--- src/rtl/trig_pkg.sv ---
package trig_pkg;
  localparam int TERM_BITS = 3;

  typedef struct packed {
    logic cmp_on;
    logic hi_on;
    logic lo_on;
  } term_en_t;
endpackage

--- src/rtl/trig_cfg_chain.sv ---
module trig_cfg_chain #(
  parameter int LEN = 67
) (
  input  logic           clk,
  input  logic           rst,
  input  logic           hold,
  input  logic           ser_clk,
  input  logic           ser_din,
  output logic [LEN-1:0] bits,
  output logic           ser_dout
);
  logic sclk_d1, sclk_d2, sdi_d1;
  logic shift_now;

  assign shift_now = sclk_d1 & ~sclk_d2 & ~hold;

  always_ff @(posedge clk) begin
    if (rst) begin
      sclk_d1 <= 1'b0;
      sclk_d2 <= 1'b0;
      sdi_d1  <= 1'b0;
      bits    <= '0;
    end else begin
      sclk_d1 <= ser_clk;
      sclk_d2 <= sclk_d1;
      sdi_d1  <= ser_din;
      if (shift_now) bits <= {bits[LEN-2:0], sdi_d1};
    end
  end

  assign ser_dout = bits[LEN-1];
endmodule

--- src/rtl/trig_bank_cmp.sv ---
module trig_bank_cmp #(
  parameter int W = 8
) (
  input  logic [W-1:0] samp,
  input  logic [W-1:0] care,
  input  logic [W-1:0] want,
  output logic         ok
);
  logic [W-1:0] bit_ok;

  always_comb begin
    for (int i = 0; i < W; i++) bit_ok[i] = ~care[i] | (samp[i] ~^ want[i]);
  end

  assign ok = &bit_ok;
endmodule

--- src/rtl/trig_term_and.sv ---
module trig_term_and
  import trig_pkg::*;
#(
  parameter int BANKS = 4
) (
  input  logic             clk,
  input  logic             rst,
  input  logic             arm,
  input  logic [BANKS-1:0] bank_ok,
  input  term_en_t         en,
  input  logic             ext_hi,
  input  logic             ext_lo,
  output logic             pulse
);
  logic any_on, cond, cond_q;

  always_comb begin
    any_on = en.cmp_on | en.hi_on | en.lo_on;
    cond   = arm & any_on
           & (~en.cmp_on | (&bank_ok))
           & (~en.hi_on  | ext_hi)
           & (~en.lo_on  | ~ext_lo);
  end

  always_ff @(posedge clk) begin
    if (rst) begin
      cond_q <= 1'b0;
      pulse  <= 1'b0;
    end else begin
      cond_q <= cond;
      pulse  <= cond & ~cond_q;
    end
  end
endmodule

--- src/rtl/trig_word_match.sv ---
module trig_word_match
  import trig_pkg::*;
#(
  parameter int BANKS  = 4,
  parameter int BANK_W = 8
) (
  input  logic                    clk,
  input  logic                    rst,
  input  logic                    arm,
  input  logic [BANKS*BANK_W-1:0] samp_word,
  input  logic                    ext_hi,
  input  logic                    ext_lo,
  input  logic                    cfg_sclk,
  input  logic                    cfg_sdi,
  output logic                    cfg_sdo,
  output logic                    trig_pulse
);
  localparam int CMP_BITS  = 2 * BANKS * BANK_W;
  localparam int CHAIN_LEN = CMP_BITS + TERM_BITS;

  logic [CHAIN_LEN-1:0] cfg_bits;
  logic [BANKS-1:0]     bank_ok;
  term_en_t             term_en;

  trig_cfg_chain #(.LEN(CHAIN_LEN)) u_chain (
    .clk      (clk),
    .rst      (rst),
    .hold     (arm),
    .ser_clk  (cfg_sclk),
    .ser_din  (cfg_sdi),
    .bits     (cfg_bits),
    .ser_dout (cfg_sdo)
  );

  assign term_en = term_en_t'(cfg_bits[CHAIN_LEN-1 -: TERM_BITS]);

  for (genvar b = 0; b < BANKS; b++) begin : g_bank
    localparam int CARE_TOP = CMP_BITS - 1 - 2 * BANK_W * b;
    localparam int WANT_TOP = CARE_TOP - BANK_W;
    trig_bank_cmp #(.W(BANK_W)) u_cmp (
      .samp (samp_word[BANK_W*b +: BANK_W]),
      .care (cfg_bits[CARE_TOP -: BANK_W]),
      .want (cfg_bits[WANT_TOP -: BANK_W]),
      .ok   (bank_ok[b])
    );
  end

  trig_term_and #(.BANKS(BANKS)) u_and (
    .clk     (clk),
    .rst     (rst),
    .arm     (arm),
    .bank_ok (bank_ok),
    .en      (term_en),
    .ext_hi  (ext_hi),
    .ext_lo  (ext_lo),
    .pulse   (trig_pulse)
  );
endmodule

--- config.mk ---
export PLATFORM = sky130hd
export DESIGN_NAME = trig_word_match
export DESIGN_NICKNAME = d
export VERILOG_FILES = /design/src/rtl/trig_pkg.sv /design/src/rtl/trig_cfg_chain.sv /design/src/rtl/trig_bank_cmp.sv /design/src/rtl/trig_term_and.sv /design/src/rtl/trig_word_match.sv
export SDC_FILE = /design/constraint.sdc
export NUM_CORES = 1
export LEC_CHECK = 0
export ABC_AREA = 1
export ABC_CLOCK_PERIOD_IN_PS = 1400
export BUFFER_PORTS_ARGS = -buffer_cell sky130_fd_sc_hd__buf_2
export CAP_MARGIN = 20
export CORE_UTILIZATION = 40
export CTS_CLUSTER_SIZE = 16
export DETAILED_ROUTE_END_ITERATION = 10
export GPL_ROUTABILITY_DRIVEN = 0
export SLEW_MARGIN = 20
export SYNTH_ARGS = -nofsm -noshare
export SYNTH_HDL_FRONTEND = slang
export SYNTH_SLANG_ARGS = --single-unit
export TNS_END_PERCENT = 20
--- constraint.sdc ---
create_clock -name clk -period 1.4 [get_ports clk]
set_clock_uncertainty 0.05 [all_clocks]
set_input_delay 0.21 -clock clk [delete_from_list [all_inputs] [get_ports clk]]
set_output_delay 0.21 -clock clk [all_outputs]
set_load 0.01 [all_outputs]
==> reports/results.ini, run 1 <==
[synth]
avgSynthCellArea_um2 = 6.92
synth_area_leaders = dfxtp_1, inv_1, a21oi_1
yosys_warnings = 0
synth_nets = 506
syn_area_mm2 = 0.00323
yosys.area.top_type = dfxtp_1
synth.distinct_cells = 15
synth_cells = 467
yosysSeqAreaShare_pct = 44.6
synth-seq-cells = 72
yosysTopAreaCellShare_pct = 44.6

[placed_design]
dp_hpwl_um = 4660
portBuffers = 40

[power]
p_clk_share_pct = 37.7
p_sw_uw = 1100
irDropWorstVdd_v = 0.000603
netSwitchingFraction_pct = 25.6
p_leak_uw = 0.00164
power.internal_uw = 3190
combPwrFrac_pct = 10.5
p_seq_share_pct = 51.8
power_density_mw_per_mm2 = 1170

[setup_path]
crit_fanout = 3
end_kind = flip-flop
crit_arrival_ns = 1.58
path_class = flip-flop to flip-flop
crit_required_ns = 1.64
startpoint_type = flip-flop

[sta]
final-max-slew-violation-count = 0
maxSlewHeadroom_pct = 83.6
setup_viol_count_final = 0
finalHoldViolations = 0
rsz0062_at_grt = yes
finalCritPeriodShare_pct = 95.8
worst_pin_slew_ns = 0.246
max_freq_ghz = 0.745
whs_ns = 0.0153
min_period_ns = 1.34

[layout]
final-seq-area_mm2 = 0.00144
multiInputGateArea_mm2 = 0.00127
postLayoutCoreUtil_pct = 47.4
final_cell_mix = inv_1, nand2_1, dfxtp_1
areaGrowthSynthToFinish_pct = 13.9
nNetsFinal = 540
final_common_cell = inv_1
drive_above_1_share_pct = 13.9
antenna_cells = 0
nFillCells = 836

[grt]
grt_pass1_wl_um = 11200
overflow = 0
grt_max_degree = 68
grt_pass1_vias = 2512
antenna_found_initial = 0
grt_use_total_pct = 17.0

[die]
die_w_um = 91.9
die_area_mm2 = 0.00844
coreArea_mm2 = 0.00777
initial_core_util_pct = 41.6
pin_count = 41
fp.dieH_um = 91.9
rows = 32

[cts]
cts_tree = done
cts_buffers = 9
cts_sinks = 72
cts_buffer_depth = 2
cts.root.buffer_cell = clkbuf_8
clk_latency_ns = 0.34
htreeDepth = 3
path_clk_slew_ns = 0.08

[route]
drc = 0
drt_pass1_iterations = 4
wire_per_inst_um = 11.1
drt-initial-drc-count = 164
wirelength_um = 6720
ant_nets = 0
dr_total_vias = 2792
avgViaCountPerCell = 4.60

[worst_hold_path]
hold_path.class = input port to flip-flop

[flow_run]
drv_cap = 0

[run_status]
status = completed

-- cell families (layout without fill, tap and decap cells) --
| group | count (synthesis) | count (layout) | share of synthesized area [%] |
|---|---|---|---|
| flops | 72 | 72 | 44.6 |
| compound gates | 138 | 138 | 21.5 |
| simple gates | 135 | 135 | 16.9 |
| buf+inv | 122 | 160 | 16.9 |
-- layout make-up --
class,instances,share of cell area (%)
well taps,102,3.47
repair buffers,45,7.48
multi-input cells,273,34.6
flip-flops and latches,72,39.2
inverters,100,10.2
clock buffers,11,3.84
clock inverters,4,1.22
-- per-stage QoR --
stage	setup WS (ns)	total power (µW)	setup TNS, ns	instances	cell area (µm²)
6_report	0.0582	4290	0	607	3680
5_1_grt	-0.0810	4510	-0.107	607	3680
4_1_cts	0.0110	4310	0	606	3650
3_5_place_dp	0.0216	2700	0	591	3460
3_3_place_gp	0.0209	2690	0	591	3460
2_1_floorplan	0.112	2560	0	467	3230
-- cells in the mapped netlist --
cell type / number
a21oi_1: 68
a31oi_1: 1
buf_2: 2
buf_6: 1
buf_8: 7
clkbuf_1: 12
dfxtp_1: 72
inv_1: 100
nand2_1: 86
nand3_1: 28
nor2_1: 19
o2111ai_1: 1
o21ai_0: 68
or2_2: 1
or3_1: 1
-- critical path, cell delays in order (launching register included) --
cell and delay [ns]:
dfxtp_2 0.33, or2_4 0.22, nand2_2 0.07, nand2_1 0.05, nor2_1 0.09, nand2_1 0.05, nor2_1 0.10, nand2_1 0.10
nand2_2 0.09, nand2_2 0.06, nor2_2 0.10
-- power groups by stage --
| stage | clock network, µW | registers, µW | logic, µW |
|---|---|---|---|
| 6_report | 1620 | 2220 | 453 |
| 5_1_grt | 1750 | 2240 | 526 |
| 4_1_cts | 1660 | 2220 | 440 |
| 3_5_place_dp | 0 | 2270 | 437 |
| 3_3_place_gp | 0 | 2260 | 428 |
| 2_1_floorplan | 0 | 2250 | 317 |
-- per-layer routing --
layer  track usage [%]  wire (µm)  vias to the layer above
met5                 0          0                        -
met4              4.69         68                        0
met3              5.64        239                        6
met2              28.1       3130                       32
met1              21.1       3280                     1226
li1                  -          -                     1528
-- flip-flops by register name, summed over array words and instances (netlist names) --
register         flops
u_and.cond_q         1
u_and.pulse          1
u_chain.sclk_d2      1
u_chain.sdi_d1       1
u_chain.sclk_d1      1
u_chain.bits        67
-- final timing paths --
path / start / endpoint / slack (ns) / cells past startpoint
max: u_chain.bits[6] / u_and.pulse / 0.06 / 10
min: cfg_sclk / u_chain.sclk_d1 / 0.02 / 3
max reg2reg: u_chain.bits[6] / u_and.pulse / 0.06 / 10
min reg2reg: u_and.cond_q / u_and.pulse / 0.35 / 1
-- what timing repair did --
item,4_1_cts,5_1_grt
hold endpoints to repair,0,0
endpoints found under the setup margin,0,32
resized for setup,0,41
hold buffers,0,0
setup buffers,0,1
Power figures use the tool's default switching activity.
==> run 2, diff against run 1 <==
==> constraint.sdc (replaced) <==
create_clock -name clk -period 1.4 [get_ports clk]
set_clock_uncertainty 0.05 [all_clocks]
set_input_delay 0.28 -clock clk [delete_from_list [all_inputs] [get_ports clk]]
set_output_delay 0.28 -clock clk [all_outputs]
set_load 0.01 [all_outputs]
==> reports/results.ini, run 2 (synthesis gave the netlist of run 1 again) <==
[worst_hold_path]
min_path_cells = 2
holdCritStartpoint = rst
min_to = u_chain.sclk_d1
hold_path.class = input port to flip-flop

[cts]
path_clk_slew_ns = 0.07
cts_tree = done
htreeDepth = 3
cts_buffer_depth = 2
cts.root.buffer_cell = clkbuf_8
cts_buffers = 9
hold_buffers = 0
clk_latency_ns = 0.34
cts_sinks = 72

[setup_path]
r2r_setup_slack_ns = 0.05
crit_fanout = 56
cpPeakStageDelay_ns = 0.44
crit_chain = or3_4 -> buf_12 -> o21ai_0 -> a21oi_1
path_class = flip-flop to flip-flop
r2r_start = u_chain.sclk_d2
worst_path_max_delay_cell = or3_4
ff2ff_path_depth = 4
regToRegEndpoint = u_chain.bits[10]
end_kind = flip-flop
path_delay_family = simple AND/OR/NAND/NOR gates
path_buf_inv = 1
crit_arrival_ns = 1.52
startpoint_type = flip-flop
crit_required_ns = 1.57

[sta]
finalHoldViolations = 0
rsz0062_at_grt = yes
final-max-slew-violation-count = 0
whs_ns = 0.0828
maxSlewHeadroom_pct = 82.7
worst_pin_slew_ns = 0.259
finalCritPeriodShare_pct = 96.3
max_freq_ghz = 0.742
finalSetupTns_ns = 0
worst_slack_ns = 0.0514
setup_viol_count_final = 0
min_period_ns = 1.35

[grt]
grt_use_total_pct = 17.0
grt_pass1_vias = 2521
overflow = 0
grt_max_degree = 68
antenna_found_initial = 0
grt_pass1_wl_um = 11400

[layout]
nNetsFinal = 540
final_common_cell = inv_1
antenna_cells = 0
areaGrowthSynthToFinish_pct = 15.2
drive_above_1_share_pct = 15.4
largest_reg_flops = 67
final_cell_mix = inv_1, nand2_1, a21oi_1
regMostFlops = u_chain.bits
nFillCells = 818

[die]
initial_core_util_pct = 41.6
fp.dieH_um = 91.9
coreArea_mm2 = 0.00777
die_area_mm2 = 0.00844
die_w_um = 91.9
rows = 32
pin_count = 41

[route]
drt_pass1_iterations = 4
drc = 0
avgViaCountPerCell = 4.58
ant_nets = 0
wire_per_inst_um = 11.0
drt-initial-drc-count = 94
wirelength_um = 6690
dr_total_vias = 2783

[placed_design]
dp_hpwl_um = 4590
dp_slack_ns = -0.0385
portBuffers = 40

[power]
p_leak_uw = 0.00165
power_density_mw_per_mm2 = 1170
p_total_uw = 4340
irDropWorstVdd_v = 0.000518

[run_status]
status = completed

[flow_run]
drv_cap = 0

[run 2: changes by cell type in the layout (fill, tap and decap cells not counted)]
| cell | previous run | this run |
|---|---|---|
| o21ai_1 | 31 | 27 |
| dfxtp_1 | 70 | 65 |
| clkinv_2 | 3 | 2 |
| dfxtp_2 | 2 | 7 |
| o21ai_2 | 0 | 1 |
| nand3_2 | 2 | 3 |
| nand3_1 | 26 | 25 |
| clkbuf_1 | 1 | 2 |
| clkbuf_8 | 10 | 11 |
| inv_2 | 0 | 1 |
| inv_1 | 100 | 99 |
| buf_4 | 2 | 1 |
| o21ai_0 | 37 | 40 |
| buf_12 | 3 | 4 |
[run 2: how the worst max path moves through the flow]
stage                                start          endpoint  slack (ns)  cells past startpoint
final                      u_chain.sclk_d2  u_chain.bits[10]        0.05                      4
after global routing      u_chain.bits[21]       u_and.pulse       -0.06                     11
after CTS                  u_chain.bits[6]       u_and.pulse        0.01                     10
after detailed placement               arm  u_chain.bits[16]       -0.04                      5
after global placement       samp_word[30]       u_and.pulse       -0.02                     11
after floorplan            u_chain.sclk_d2   u_chain.bits[0]        0.11                      5
[run 2: routing by layer]
| metal | share of wire, % | global-route usage, % | up-vias |
|---|---|---|---|
| met5 | 0 | 0 | - |
| met4 | 1.2 | 6.25 | 0 |
| met3 | 2.9 | 3.65 | 7 |
| met2 | 46 | 28.0 | 44 |
| met1 | 50 | 21.9 | 1201 |
| li1 | - | - | 1531 |
[run 2: cell type report]
class | instances | area, µm² | area share (%)
well taps | 102 | 128 | 3.43
repair buffers | 45 | 288 | 7.73
flip-flops and latches | 72 | 1450 | 39.0
clock buffers | 13 | 159 | 4.27
multi-input cells | 273 | 1280 | 34.4
inverters | 100 | 375 | 10.1
clock inverters | 3 | 40.0 | 1.08
[run 2: power breakdown]
group / total [µW] / switching (µW) / internal, µW
Sequential: 2220 / 71.9 / 2150
Combinational: 459 / 267 / 192
Clock: 1660 / 742 / 917
Total: 4340 / 1080 / 3260
[run 2: timing repair]
item                                    4_1_cts  5_1_grt
hold endpoints to repair                      0        0
endpoints found under the setup margin        0       35
resized for setup                             0       46
setup buffers                                 0        1
[run 2: through the flow]
stage	area [µm²]	utilization [%]	instances
after CTS	3670	47.3	607
final	3720	47.9	608
after global routing	3720	47.9	608
after global placement	3470	44.7	591
after detailed placement	3470	44.7	591
after floorplan	3230	-	467
==> run 3, diff against run 2 <==
- CTS_CLUSTER_DIAMETER: unset -> 100
- RECOVER_POWER: unset -> 25
- SKIP_LAST_GASP: unset -> 1
==> reports/results.ini, run 3 (synthesis gave the netlist of run 1 again) <==
[power]
irDropWorstVdd_v = 0.000521
power.internal_uw = 3260
p_clk_share_pct = 38.3
power_density_mw_per_mm2 = 1170
p_seq_share_pct = 51.4
p_leak_uw = 0.00163
combPwrFrac_pct = 10.4
netSwitchingFraction_pct = 24.8
p_sw_uw = 1070

[sta]
max_freq_ghz = 0.739
finalCritPeriodShare_pct = 96.6
finalHoldViolations = 0
min_period_ns = 1.35
worst_pin_slew_ns = 0.248
maxSlewHeadroom_pct = 83.5
final-max-slew-violation-count = 0
whs_ns = 0.0968
rsz0062_at_grt = yes
setup_viol_count_final = 0

[layout]
instances_no_fill = 608
final_common_cell = inv_1
multiInputGateArea_mm2 = 0.00128
final-seq-area_mm2 = 0.00145
nFillCells = 821
areaGrowthSynthToFinish_pct = 14.7
final_cell_mix = inv_1, nand2_1, a21oi_1
antenna_cells = 0
nNetsFinal = 540
regMostFlops = u_chain.bits
largest_reg_flops = 67
drive_above_1_share_pct = 14.6

[placed_design]
post-place-cells = 591
dp_hpwl_um = 4590
portBuffers = 40

[die]
pin_count = 41
initial_core_util_pct = 41.6
die_area_mm2 = 0.00844
fp.dieH_um = 91.9
coreArea_mm2 = 0.00777
die_w_um = 91.9
rows = 32

[grt]
grt_max_degree = 68
grt_pass1_vias = 2521
grt_pass1_wl_um = 11400
grt_use_total_pct = 17.0
antenna_found_initial = 0
overflow = 0

[setup_path]
crit_required_ns = 1.58
crit_chain = or3_4 -> buf_12 -> o21ai_0 -> a21oi_1
crit_arrival_ns = 1.53
path_buf_inv = 1
end_kind = flip-flop
worst_path_max_delay_cell = or3_4
cpPeakStageDelay_ns = 0.43
path_class = flip-flop to flip-flop
path_delay_family = simple AND/OR/NAND/NOR gates
crit_fanout = 56
startpoint_type = flip-flop

[route]
avgViaCountPerCell = 4.54
dr_total_vias = 2758
drc = 0
ant_nets = 0
wirelength_um = 6660
wire_per_inst_um = 10.9
drt-initial-drc-count = 91
drt_pass1_iterations = 5

[cts]
cts_tree = done
hold_buffers = 0
clk_latency_ns = 0.34
cts_sinks = 72
htreeDepth = 3
cts.root.buffer_cell = clkbuf_8
cts_buffer_depth = 2
path_clk_slew_ns = 0.07
cts_buffers = 9

[flow_run]
drv_cap = 0

[run_status]
status = completed

[worst_hold_path]
hold_path.class = input port to flip-flop

==> run 3: cell types whose count changed in the layout (fill, tap and decap cells not counted), sizes merged <==
| cell | before | now |
|---|---|---|
| clkbuf | 13 | 16 |
| buf | 45 | 42 |
==> run 3: stage by stage <==
stage	setup slack, ns	setup TNS, ns	power, µW	instance area, µm²	utilization (%)
after floorplan	0.112	0	2560	3230	-
after global placement	-0.0210	-0.0851	2700	3470	44.7
after detailed placement	-0.0385	-0.345	2710	3470	44.7
after CTS	0.0114	0	4370	3670	47.3
after global routing	-0.0556	-0.506	4560	3700	47.7
final	0.0470	0	4330	3700	47.7
==> run 3: layer usage <==
metal	routed length (µm)	vias up	global-route usage, %	share of wire, %
met5	0	-	0	0
met4	25	0	6.25	0.38
met3	232	2	3.65	3.5
met2	3090	37	28.0	46
met1	3310	1188	21.9	50
li1	-	1531	-	-
==> run 3: power by group through the flow <==
stage	sequential, µW	combinational (µW)	clock, µW
2_1_floorplan	2250	317	0
3_3_place_gp	2270	430	0
3_5_place_dp	2270	442	0
4_1_cts	2220	444	1710
5_1_grt	2240	527	1800
6_report	2220	449	1660
==> run 3: worst min-delay path: cells and delay by family <==
family                 cells  cell delay [ns]
buffers and inverters      2             0.10
and+or+nand+nor            1             0.06
==> run 3: final cells by class <==
type / instances / share of cell area (%)
Clock buffer: 13 / 4.29
Clock inverter: 3 / 1.08
Inverter: 100 / 10.1
Multi-Input combinational cell: 273 / 34.5
Sequential cell: 72 / 39.1
Tap cell: 102 / 3.44
Timing Repair Buffer: 45 / 7.43
==> run 3: final timing paths <==
check                      to  cells after the start            start  slack (ns)
min reg2reg       u_and.pulse                      1     u_and.cond_q        0.33
min           u_chain.sclk_d1                      3         cfg_sclk         0.1
max          u_chain.bits[16]                      4  u_chain.sclk_d2        0.05
max reg2reg  u_chain.bits[16]                      4  u_chain.sclk_d2        0.05
==> run 3: timing repair <==
item / 4_1_cts / 5_1_grt
gates resized for setup: 0 / 23
buffers inserted: 0 / 1
setup endpoints to repair: 0 / 35
